[src/rtl/uart_irq_pkg.sv]
package uart_irq_pkg;

    localparam int NUM_SRC  = 4;
    localparam int ID_W     = 2;
    localparam int IDENT_W  = 8;

    // enable / raw-source bit positions (software-visible enable layout)
    localparam int EN_RX    = 0;
    localparam int EN_TXE   = 1;
    localparam int EN_LINE  = 2;
    localparam int EN_MODEM = 3;

    typedef enum logic [ID_W-1:0] {
        ID_MODEM = 2'b00,
        ID_TXE   = 2'b01,
        ID_RXD   = 2'b10,
        ID_LINE  = 2'b11
    } irq_id_e;

    typedef struct packed {
        logic [1:0] fifo_tag;
        logic [1:0] rsvd;
        logic       timeout;
        irq_id_e    id;
        logic       idle;
    } ident_t;

    // Highest-priority pick over the gated source vector.
    function automatic irq_id_e pick_id(input logic [NUM_SRC-1:0] g);
        irq_id_e r;
        if (g[EN_LINE])       r = ID_LINE;
        else if (g[EN_RX])    r = ID_RXD;
        else if (g[EN_TXE])   r = ID_TXE;
        else                  r = ID_MODEM;
        return r;
    endfunction

endpackage

[src/rtl/irq_src_gate.sv]
module irq_src_gate
    import uart_irq_pkg::*;
#(
    parameter int N = NUM_SRC
) (
    input  logic [N-1:0] raw_i,
    input  logic [N-1:0] en_i,
    output logic [N-1:0] gated_o,
    output logic         any_o
);
    for (genvar k = 0; k < N; k++) begin : g_gate
        assign gated_o[k] = raw_i[k] & en_i[k];
    end
    assign any_o = |gated_o;
endmodule

[src/rtl/irq_thre_req.sv]
module irq_thre_req (
    input  logic clk,
    input  logic rst,
    input  logic empty_i,
    input  logic en_i,
    input  logic hold_wr_i,
    input  logic ident_rd_i,
    input  logic reported_i,
    output logic req_o
);
    logic arm_q;
    logic req_q;
    logic arm;
    logic set_evt;

    assign arm     = empty_i & en_i;
    assign set_evt = arm & ~arm_q;

    always_ff @(posedge clk) begin
        if (rst) begin
            arm_q <= 1'b0;
            req_q <= 1'b0;
        end else begin
            arm_q <= arm;
            if (hold_wr_i)
                req_q <= 1'b0;
            else if (set_evt)
                req_q <= 1'b1;
            else if (ident_rd_i && reported_i)
                req_q <= 1'b0;
        end
    end

    assign req_o = req_q;
endmodule

[src/rtl/irq_prio_enc.sv]
module irq_prio_enc
    import uart_irq_pkg::*;
#(
    parameter int N = NUM_SRC
) (
    input  logic [N-1:0] gated_i,
    input  logic         any_i,
    input  logic         timeout_only_i,
    input  logic         fifo_mode_i,
    output ident_t       ident_o
);
    always_comb begin
        ident_o          = '0;
        ident_o.fifo_tag = {2{fifo_mode_i}};
        ident_o.idle     = ~any_i;
        if (any_i) begin
            ident_o.id      = pick_id(gated_i);
            ident_o.timeout = (pick_id(gated_i) == ID_RXD) & timeout_only_i;
        end
    end
endmodule

[src/rtl/uart_irq_ident.sv]
module uart_irq_ident
    import uart_irq_pkg::*;
(
    input  logic       clk,
    input  logic       rst,
    input  logic       line_err_i,
    input  logic       rx_avail_i,
    input  logic       rx_timeout_i,
    input  logic       tx_empty_i,
    input  logic       modem_chg_i,
    input  logic [3:0] irq_en_i,
    input  logic       fifo_mode_i,
    input  logic       ident_rd_i,
    input  logic       hold_wr_i,
    output logic       irq_o,
    output logic [7:0] ident_o
);
    logic [NUM_SRC-1:0] raw;
    logic [NUM_SRC-1:0] gated;
    logic               any_pend;
    logic               txe_req;
    logic               to_eff;
    ident_t             ident;

    assign to_eff = rx_timeout_i & fifo_mode_i;

    assign raw[EN_RX]    = rx_avail_i | to_eff;
    assign raw[EN_TXE]   = txe_req;
    assign raw[EN_LINE]  = line_err_i;
    assign raw[EN_MODEM] = modem_chg_i;

    irq_thre_req u_txe (
        .clk        (clk),
        .rst        (rst),
        .empty_i    (tx_empty_i),
        .en_i       (irq_en_i[EN_TXE]),
        .hold_wr_i  (hold_wr_i),
        .ident_rd_i (ident_rd_i),
        .reported_i (!ident.idle && ident.id == ID_TXE),
        .req_o      (txe_req)
    );

    irq_src_gate #(.N(NUM_SRC)) u_gate (
        .raw_i   (raw),
        .en_i    (irq_en_i),
        .gated_o (gated),
        .any_o   (any_pend)
    );

    irq_prio_enc #(.N(NUM_SRC)) u_enc (
        .gated_i        (gated),
        .any_i          (any_pend),
        .timeout_only_i (to_eff & ~rx_avail_i),
        .fifo_mode_i    (fifo_mode_i),
        .ident_o        (ident)
    );

    assign irq_o   = any_pend;
    assign ident_o = ident;
endmodule

[config.mk]
export PLATFORM = sky130hd
export DESIGN_NAME = uart_irq_ident
export DESIGN_NICKNAME = d
export VERILOG_FILES = /design/src/rtl/uart_irq_pkg.sv /design/src/rtl/irq_src_gate.sv /design/src/rtl/irq_thre_req.sv /design/src/rtl/irq_prio_enc.sv /design/src/rtl/uart_irq_ident.sv
export SDC_FILE = /design/constraint.sdc
export NUM_CORES = 1
export LEC_CHECK = 0
export ABC_CLOCK_PERIOD_IN_PS = 1100
export BUFFER_PORTS_ARGS = -buffer_cell sky130_fd_sc_hd__buf_4
export CORE_AREA = 4 4 41 43
export CTS_CLUSTER_SIZE = 25
export DETAILED_ROUTE_END_ITERATION = 6
export DIE_AREA = 0 0 45 47
export HOLD_SLACK_MARGIN = 0.06
export PLACE_DENSITY_LB_ADDON = 0.1
export SYNTH_ARGS = -nofsm -noshare
export SYNTH_HDL_FRONTEND = slang
export SYNTH_SLANG_ARGS = --single-unit
[constraint.sdc]
create_clock -name clk -period 1.1 [get_ports clk]
set_input_delay 0.11 -clock clk [delete_from_list [all_inputs] [get_ports clk]]
set_output_delay 0.11 -clock clk [all_outputs]
set_load 0.01 [all_outputs]
After elaboration in Yosys (flattened, before gate mapping)
Index checks and enable logic that the tools add are counted.

storage, ports and cells
  memories = 0
  RAM bits = 0
  word-level logic and storage cells = 29
  input bits = 14
  bits in latches = 0
  memory bits (read-only) = 0
  flip-flop bits (word level) = 2
  output and inout port bits = 9

operators by class
  mux-type cells = 7
  $lt $le $gt $ge = 0
  reductions and logical operators = 5
  shifts and indexed selects = 0
  add/subtract/negate cells = 0
  divide/modulo/power cells = 0
  multiply operators = 0
  equality and inequality tests = 2
  bitwise logic cells = 13

operators by type and width
  kind                  number
  $and A1 B1 Y1         9
  $mux W2               3
  $reduce_or A4 Y1      1
  $mux W1               3
  $mux W3               1
  $not A1 Y1            3
  $eq A2 B1 Y1 const B  1
  $eq A2 B2 Y1 const B  1
  $logic_and A1 B1 Y1   2
  $reduce_bool A2 Y1    1
  $reduce_or A2 Y1      1
  $or A1 B1 Y1          1

Logic depth before layout (Yosys ltp)
Gate-level depths: netlist (run 1).

  word-level depth = 14
  depth in mapped cells = 3
  gate-level depth less buffers = 3

Hierarchy
A second synthesis (run 1) with hierarchy kept.

second synthesis, totals
  cells, all modules = 27
  area total of the unflattened synthesis = 215.2 sq um

modules (own cells, without submodules)
  module          times used  sequential area each (sq um)  area each (sq um)  cells each
  irq_thre_req    1           40.0                          77.6               7
  irq_prio_enc    1           0.0                           72.6               12
  irq_src_gate    1           0.0                           35.0               5
  uart_irq_ident  1           0.0                           30.0               3

Worst setup path before layout (run 1)
No wires, ideal clock.

  path type = input to output
  start = input line_err_i
  end = output ident_o[0]
  buffers on the path = 0
  stages on the path = 3
  data required time = 0.990 ns
  setup slack = 0.241 ns
  data arrival time = 0.749 ns
  path through = a22oi_2 nand2_2 a221oi_1

on the way
  word-level cells in the longest chain between the ends = 3

RTL lines
  element             RTL line              RTL
  start: declaration  uart_irq_ident.sv:6   input logic line_err_i,
  $and A1 B1 Y1       irq_src_gate.sv:12    assign gated_o[k] = raw_i[k] & en_i[k];
  $reduce_or A4 Y1    irq_src_gate.sv:14    assign any_o = |gated_o;
  $not A1 Y1          irq_prio_enc.sv:15    ident_o.idle = ~any_i;
  end: declaration    uart_irq_ident.sv:16  output logic [7:0] ident_o

Every way passes these cells.

Final worst setup path (run 1)
  start = register u_txe.req_q, in the netlist u_txe.req_o
  end = output irq_o

on the way
  word-level cells in the longest chain between the ends = 2

RTL lines
  element                   RTL line              RTL
  start: declaration        irq_thre_req.sv:12    logic req_q;
  start signal: assignment  irq_thre_req.sv:22    req_q <= 1'b0;
  start signal: assignment  irq_thre_req.sv:26    req_q <= 1'b0;
  start signal: assignment  irq_thre_req.sv:28    req_q <= 1'b1;
  $and A1 B1 Y1             irq_src_gate.sv:12
  $reduce_or A4 Y1          irq_src_gate.sv:14
  end: declaration          uart_irq_ident.sv:15  output logic irq_o,

Every way passes these cells.

==> results of run 1 <==
kinds of logic after synthesis:
logic type	synth area share
other	0.0197
buffers and inverters	0.158
AO/OA/AOI/OAI	0.368
AND/OR/NAND/NOR	0.244
flip-flops	0.211
synthesized netlist by cell type, types with 2 or more instances:
library cell,n
nor2_1,2
nand2_1,2
buf_4,4
dfxtp_1,2
routing by layer:
metal,track usage,vias up,part of all wire
met3,0.0192,0,0.14
li1,-,128,-
met5,0,-,0
met4,0.0877,0,0
met2,0.0932,16,0.47
met1,0.0541,108,0.39
timing repair:
item	CTS	global route
endpoints found under the hold margin	1	0
hold buffers	1	0
gates resized for setup	3	0
endpoints found under the setup margin	2	2
power by group through the flow:
| stage | combinational (mW) | clock [mW] | sequential [mW] |
|---|---|---|---|
| floorplan | 0.0530 | 0 | 0.0780 |
| global placement | 0.118 | 0 | 0.0786 |
| detailed placement | 0.118 | 0 | 0.0785 |
| CTS | 0.127 | 0.173 | 0.0780 |
| global route | 0.137 | 0.183 | 0.0784 |
| finish | 0.125 | 0.160 | 0.0780 |
registers in the layout, indices dropped and copies added, names as in the netlist:
register,cells
u_txe.arm_q,1
u_txe.req_o,1
final cells by class:
type / instances / area, µm² / area share
clock buffers: 3 / 22.5 / 0.0598
multi-input cells: 19 / 130 / 0.346
flip-flops and latches: 2 / 41.3 / 0.110
well taps: 15 / 18.8 / 0.0498
repair buffers: 21 / 164 / 0.435
final timing paths:
check | endpoint | cells past startpoint | slack [ns] | start
hold / removal | u_txe.arm_q | 3 | 0.12 | tx_empty_i
hold reg to reg | u_txe.req_o | 2 | 0.61 | u_txe.req_o
setup reg to reg | u_txe.req_o | 2 | 0.32 | u_txe.arm_q
setup / recovery | irq_o | 2 | -0.004 | u_txe.req_o
layout by cell type, fill, tap and decap left out:
cell type / Yosys / final
a21oi_1: 1 / 1
dlygate4sd3_1: 0 / 1
a221oi_2: 0 / 1
nand2_2: 1 / 1
clkbuf_4: 0 / 3
nand3_1: 1 / 1
dfxtp_2: 0 / 1
o311a_1: 1 / 1
nor2b_1: 1 / 1
a32o_2: 1 / 1
conb_1: 1 / 2
buf_6: 0 / 1
nor2_1: 2 / 2
and2_1: 1 / 1
o21ai_1: 1 / 1
dfxtp_1: 2 / 1
a21o_1: 1 / 1
nand2_1: 2 / 2
a22oi_2: 1 / 1
nand3b_1: 1 / 1
a221o_1: 1 / 1
buf_4: 4 / 19
worst register-to-register path, delay by kind of cell (launching register included):
kind               cells  cell delay (ns)
AOI/OAI and AO/OA      1             0.32
and+or+nand+nor        1             0.05
DFF                    1             0.29
==> out/metrics.yaml, run 1 <==
dpl.cell_count: 56
dpl-instance-area_um2: 333
peakVddDrop_mv: 0.253
cp.buffers_inverters: 1
total_power_uw: 363
antenna_found_initial: 0
synth_edf_count: 0
setup_tns_ns: -0.00414
drt-total-wl_um: 595
pwr-share-comb: 0.345
max_freq_mhz: 906
syn_inst: 24
first_global_vias: 255
fin_crit_ns: 1.10
path_clk_slew_ns: 0.03
syn_avg_cell_area_um2: 7.92
drt_iter0_drc: 4
power_switching_uw: 92.6
ys_async_sr_fraction: 0
hold_ws_ns: 0.123
synth-seq-cells: 2
dr.pass1.iters: 4
yosys_warnings: 0
postCtsSetupRepairBufs: 0
grt_first_pass_wirelength_um: 876
drc: 0
ys_top_cells_by_area: "dfxtp_1 (21%), buf_4 (16%), a22oi_2 (6.6%)"
routedWlPerCell_um: 9.92
setup_violations: 1
cts.sinks: 2
grt.overflow.total: 0
finalInstanceArea_um2: 377
crit_family: "flip-flops"
drive_gt1_frac: 0.622
hold_violations: 0
start_util: 0.146
cts_tree: "done"
cp_max_fo: 4
status: "complete, but fails checks"
critPathArrivalTime_ns: 0.99
cp_slowest_stage_delay_ns: 0.33
gp_congestion: 0.693
yosys.area.top_type_share: 0.211
yosys_most_used_dff: "dfxtp_1"
slowest_stage: "dfxtp_2"
die_w_um: 45
cts_inserted_buffers: 3
max_cap_violations: 0
cp-end-kind: "primary output"
fin_nets: 61
die_area_um2: 2120
seqPwrFrac: 0.215
via_per_inst: 4.20
hp-class: "in -> reg"
start_kind: "register"
yosysUniqueCellTypes: 18
yosysSeqAreaShare: 0.211
p_int_uw: 270
grt_max_degree: 7
postRouteAntennaNets: 0
p_leak_nw: 0.192
die_y_um: 47
stdcell_count: 60
core_um2: 1300
num_vias: 252
fin_worst_skew_ns: 0.000456
worstSetupPathType: "reg -> out"
rows: 13
cts-root-buf: "clkbuf_4"
fillers: 154
maxSlewViolCount: 0
fin_crit_sh: 1.00
htree_levels: 1
synthesis.area_um2: 190
layout_setup_ws_ns: -0.00414
io-pin-count: 23
violations: "setup timing"
rsz0062_at_grt: "yes"
powerDensity_nw_per_um2: 963
required_ns: 0.99
yosysTopAreaCell: "dfxtp_1"
cts_buffer_depth: 2
portBuffers: 20
areaGrowthSynthToFinish_pct: 98.0
clk_latency_ns: 0.22
clock_power_share: 0.440
fin_util: 0.289
grt_use_total: 0.0606
path_cells: "a221o_1, buf_6"
netSwitchingFraction: 0.255
antenna_cells: 0
dp_slack_ns: 0.0720
(Power assumes the default switching activity.)
==> run 2, diff against run 1 <==
--- a/config.mk
+++ b/config.mk
@@ -12,7 +12,7 @@
 export DETAILED_ROUTE_END_ITERATION = 6
 export DIE_AREA = 0 0 45 47
 export HOLD_SLACK_MARGIN = 0.06
-export PLACE_DENSITY_LB_ADDON = 0.1
+export PLACE_DENSITY = 0.52
 export SYNTH_ARGS = -nofsm -noshare
 export SYNTH_HDL_FRONTEND = slang
 export SYNTH_SLANG_ARGS = --single-unit
==> constraint.sdc (replaced) <==
create_clock -name clk -period 1.1 [get_ports clk]
set_input_delay 0.11 -clock clk [delete_from_list [all_inputs] [get_ports clk]]
set_output_delay 0.11 -clock clk [all_outputs]
set_load 0.02 [all_outputs]
==> out/metrics.yaml, run 2 (synthesized netlist as in run 1, its figures left out) <==
num_vias: 248
cts_tree: "done"
reg2reg_depth: 2
fin_nets: 61
powerDensity_nw_per_um2: 1020
cts_buffer_depth: 2
use_met2: 0.102
fin_crit_ns: 1.13
die_w_um: 45
cts_inserted_buffers: 3
via_per_inst: 4.13
hp-start: "hold_wr_i"
grt_max_degree: 7
peakVddDrop_mv: 0.301
drive_gt1_frac: 0.622
maxSlewViolCount: 0
postRouteAntennaNets: 0
grt_use_met1: 0.0655
die_area_um2: 2120
cts-root-buf: "clkbuf_4"
clock_power_share: 0.428
rsz0062_at_grt: "yes"
routedWlPerCell_um: 9.98
layout_setup_ws_ns: -0.0251
die_y_um: 47
cp-end-kind: "primary output"
core_um2: 1300
htree_levels: 1
setup_violations: 2
cts.sinks: 2
clk_latency_ns: 0.23
p_int_uw: 271
reg2reg_from: "u_txe.arm_q"
top_usage_layer: "met2"
grt_use_total: 0.0693
worstSetupPathType: "reg -> out"
start_kind: "register"
min_path_cells: 3
dp_slack_ns: 0.0433
fin_worst_skew_ns: 0.00409
critPathArrivalTime_ns: 1.02
p_leak_nw: 0.192
rows: 13
cp_max_fo: 4
fin_crit_sh: 1.02
hp-class: "in -> reg"
grt.overflow.total: 0
violations: "setup timing"
drc: 0
min_to: "u_txe.req_o"
stdcell_count: 60
pwr-share-comb: 0.369
gp_congestion: 0.602
r2r_setup_slack_ns: 0.33
required_ns: 0.99
path_clk_slew_ns: 0.03
portBuffers: 20
grt_first_pass_wirelength_um: 945
hold_violations: 0
slowest_stage: "dfxtp_2"
gr-usage-met3: 0.0307
netSwitchingFraction: 0.296
dpl.cell_count: 56
io-pin-count: 23
drt_iter0_drc: 2
antenna_found_initial: 0
max_freq_mhz: 889
path_cells: "a221o_1, buf_6"
antenna_cells: 0
drt-total-wl_um: 599
dr.pass1.iters: 2
power_switching_uw: 114
fillers: 150
status: "complete, but fails checks"
seqPwrFrac: 0.202
worstReg2RegEnd: "u_txe.req_o"
areaGrowthSynthToFinish_pct: 98.0
cp_slowest_stage_delay_ns: 0.33
start_util: 0.146
layout_common_cells: "buf_4 (19), clkbuf_4 (3), nand2_1 (2), nor2_1 (2), conb_1 (2)"
first_global_vias: 238
final_common_cell: "buf_4"
max_cap_violations: 0
-- run 2: cell counts in the layout (fill, tap and decap cells not counted) --
No cell type changed its count.
-- run 2: how the worst max path moves through the flow --
stage                start    endpoint  slack [ns]  depth (start not counted)
3_3_place_gp    line_err_i       irq_o        0.05                          5
6_report       u_txe.req_o       irq_o       -0.03                          2
4_1_cts        u_txe.req_o       irq_o       -0.04                          2
2_1_floorplan   line_err_i  ident_o[0]        0.19                          3
5_1_grt        u_txe.req_o       irq_o       -0.08                          2
3_5_place_dp    line_err_i       irq_o        0.04                          5
-- run 2: layer usage --
metal,vias up,share of wire
met5,-,0
met1,105,0.34
met2,14,0.50
met3,2,0.12
li1,127,-
met4,0,0.028
-- run 2: power groups by stage --
stage               sequential [mW]  combinational (mW)  clock, mW
CTS                          0.0779               0.145      0.176
detailed placement           0.0786               0.138          0
global route                 0.0783               0.155      0.195
finish                       0.0780               0.142      0.165
global placement             0.0786               0.138          0
floorplan                    0.0782              0.0716          0
-- run 2: final cells by class --
type | instances | area (µm²) | share of cell area
Multi-Input combinational cell | 19 | 130 | 0.346
Timing Repair Buffer | 21 | 164 | 0.435
Clock buffer | 3 | 22.5 | 0.0598
Sequential cell | 2 | 41.3 | 0.110
Tap cell | 15 | 18.8 | 0.0498
-- run 2: worst max-delay path: cells and delay by family (launching register included) --
kind,cells,cell delay [ns]
compound gates,1,0.32
flops,1,0.33
buf+inv,1,0.13
-- run 2: stage by stage --
step                       util  setup TNS [ns]  hold WS (ns)  cell area (µm²)  total power, mW
after floorplan               -               0         0.182              200            0.150
after global placement    0.261               0         0.284              339            0.217
after detailed placement  0.261               0         0.284              339            0.217
after CTS                 0.289         -0.0370         0.121              377            0.399
after global routing      0.289          -0.124         0.132              377            0.428
final                     0.289         -0.0267         0.123              377            0.385
-- run 2: what timing repair did --
action / 4_1_cts / 5_1_grt
endpoints found under the setup margin: 2 / 2
resized for setup: 2 / 0
buffers inserted: 0 / 0
hold buffers: 1 / 0
hold endpoints to repair: 1 / 0
pin swaps: 0 / 1
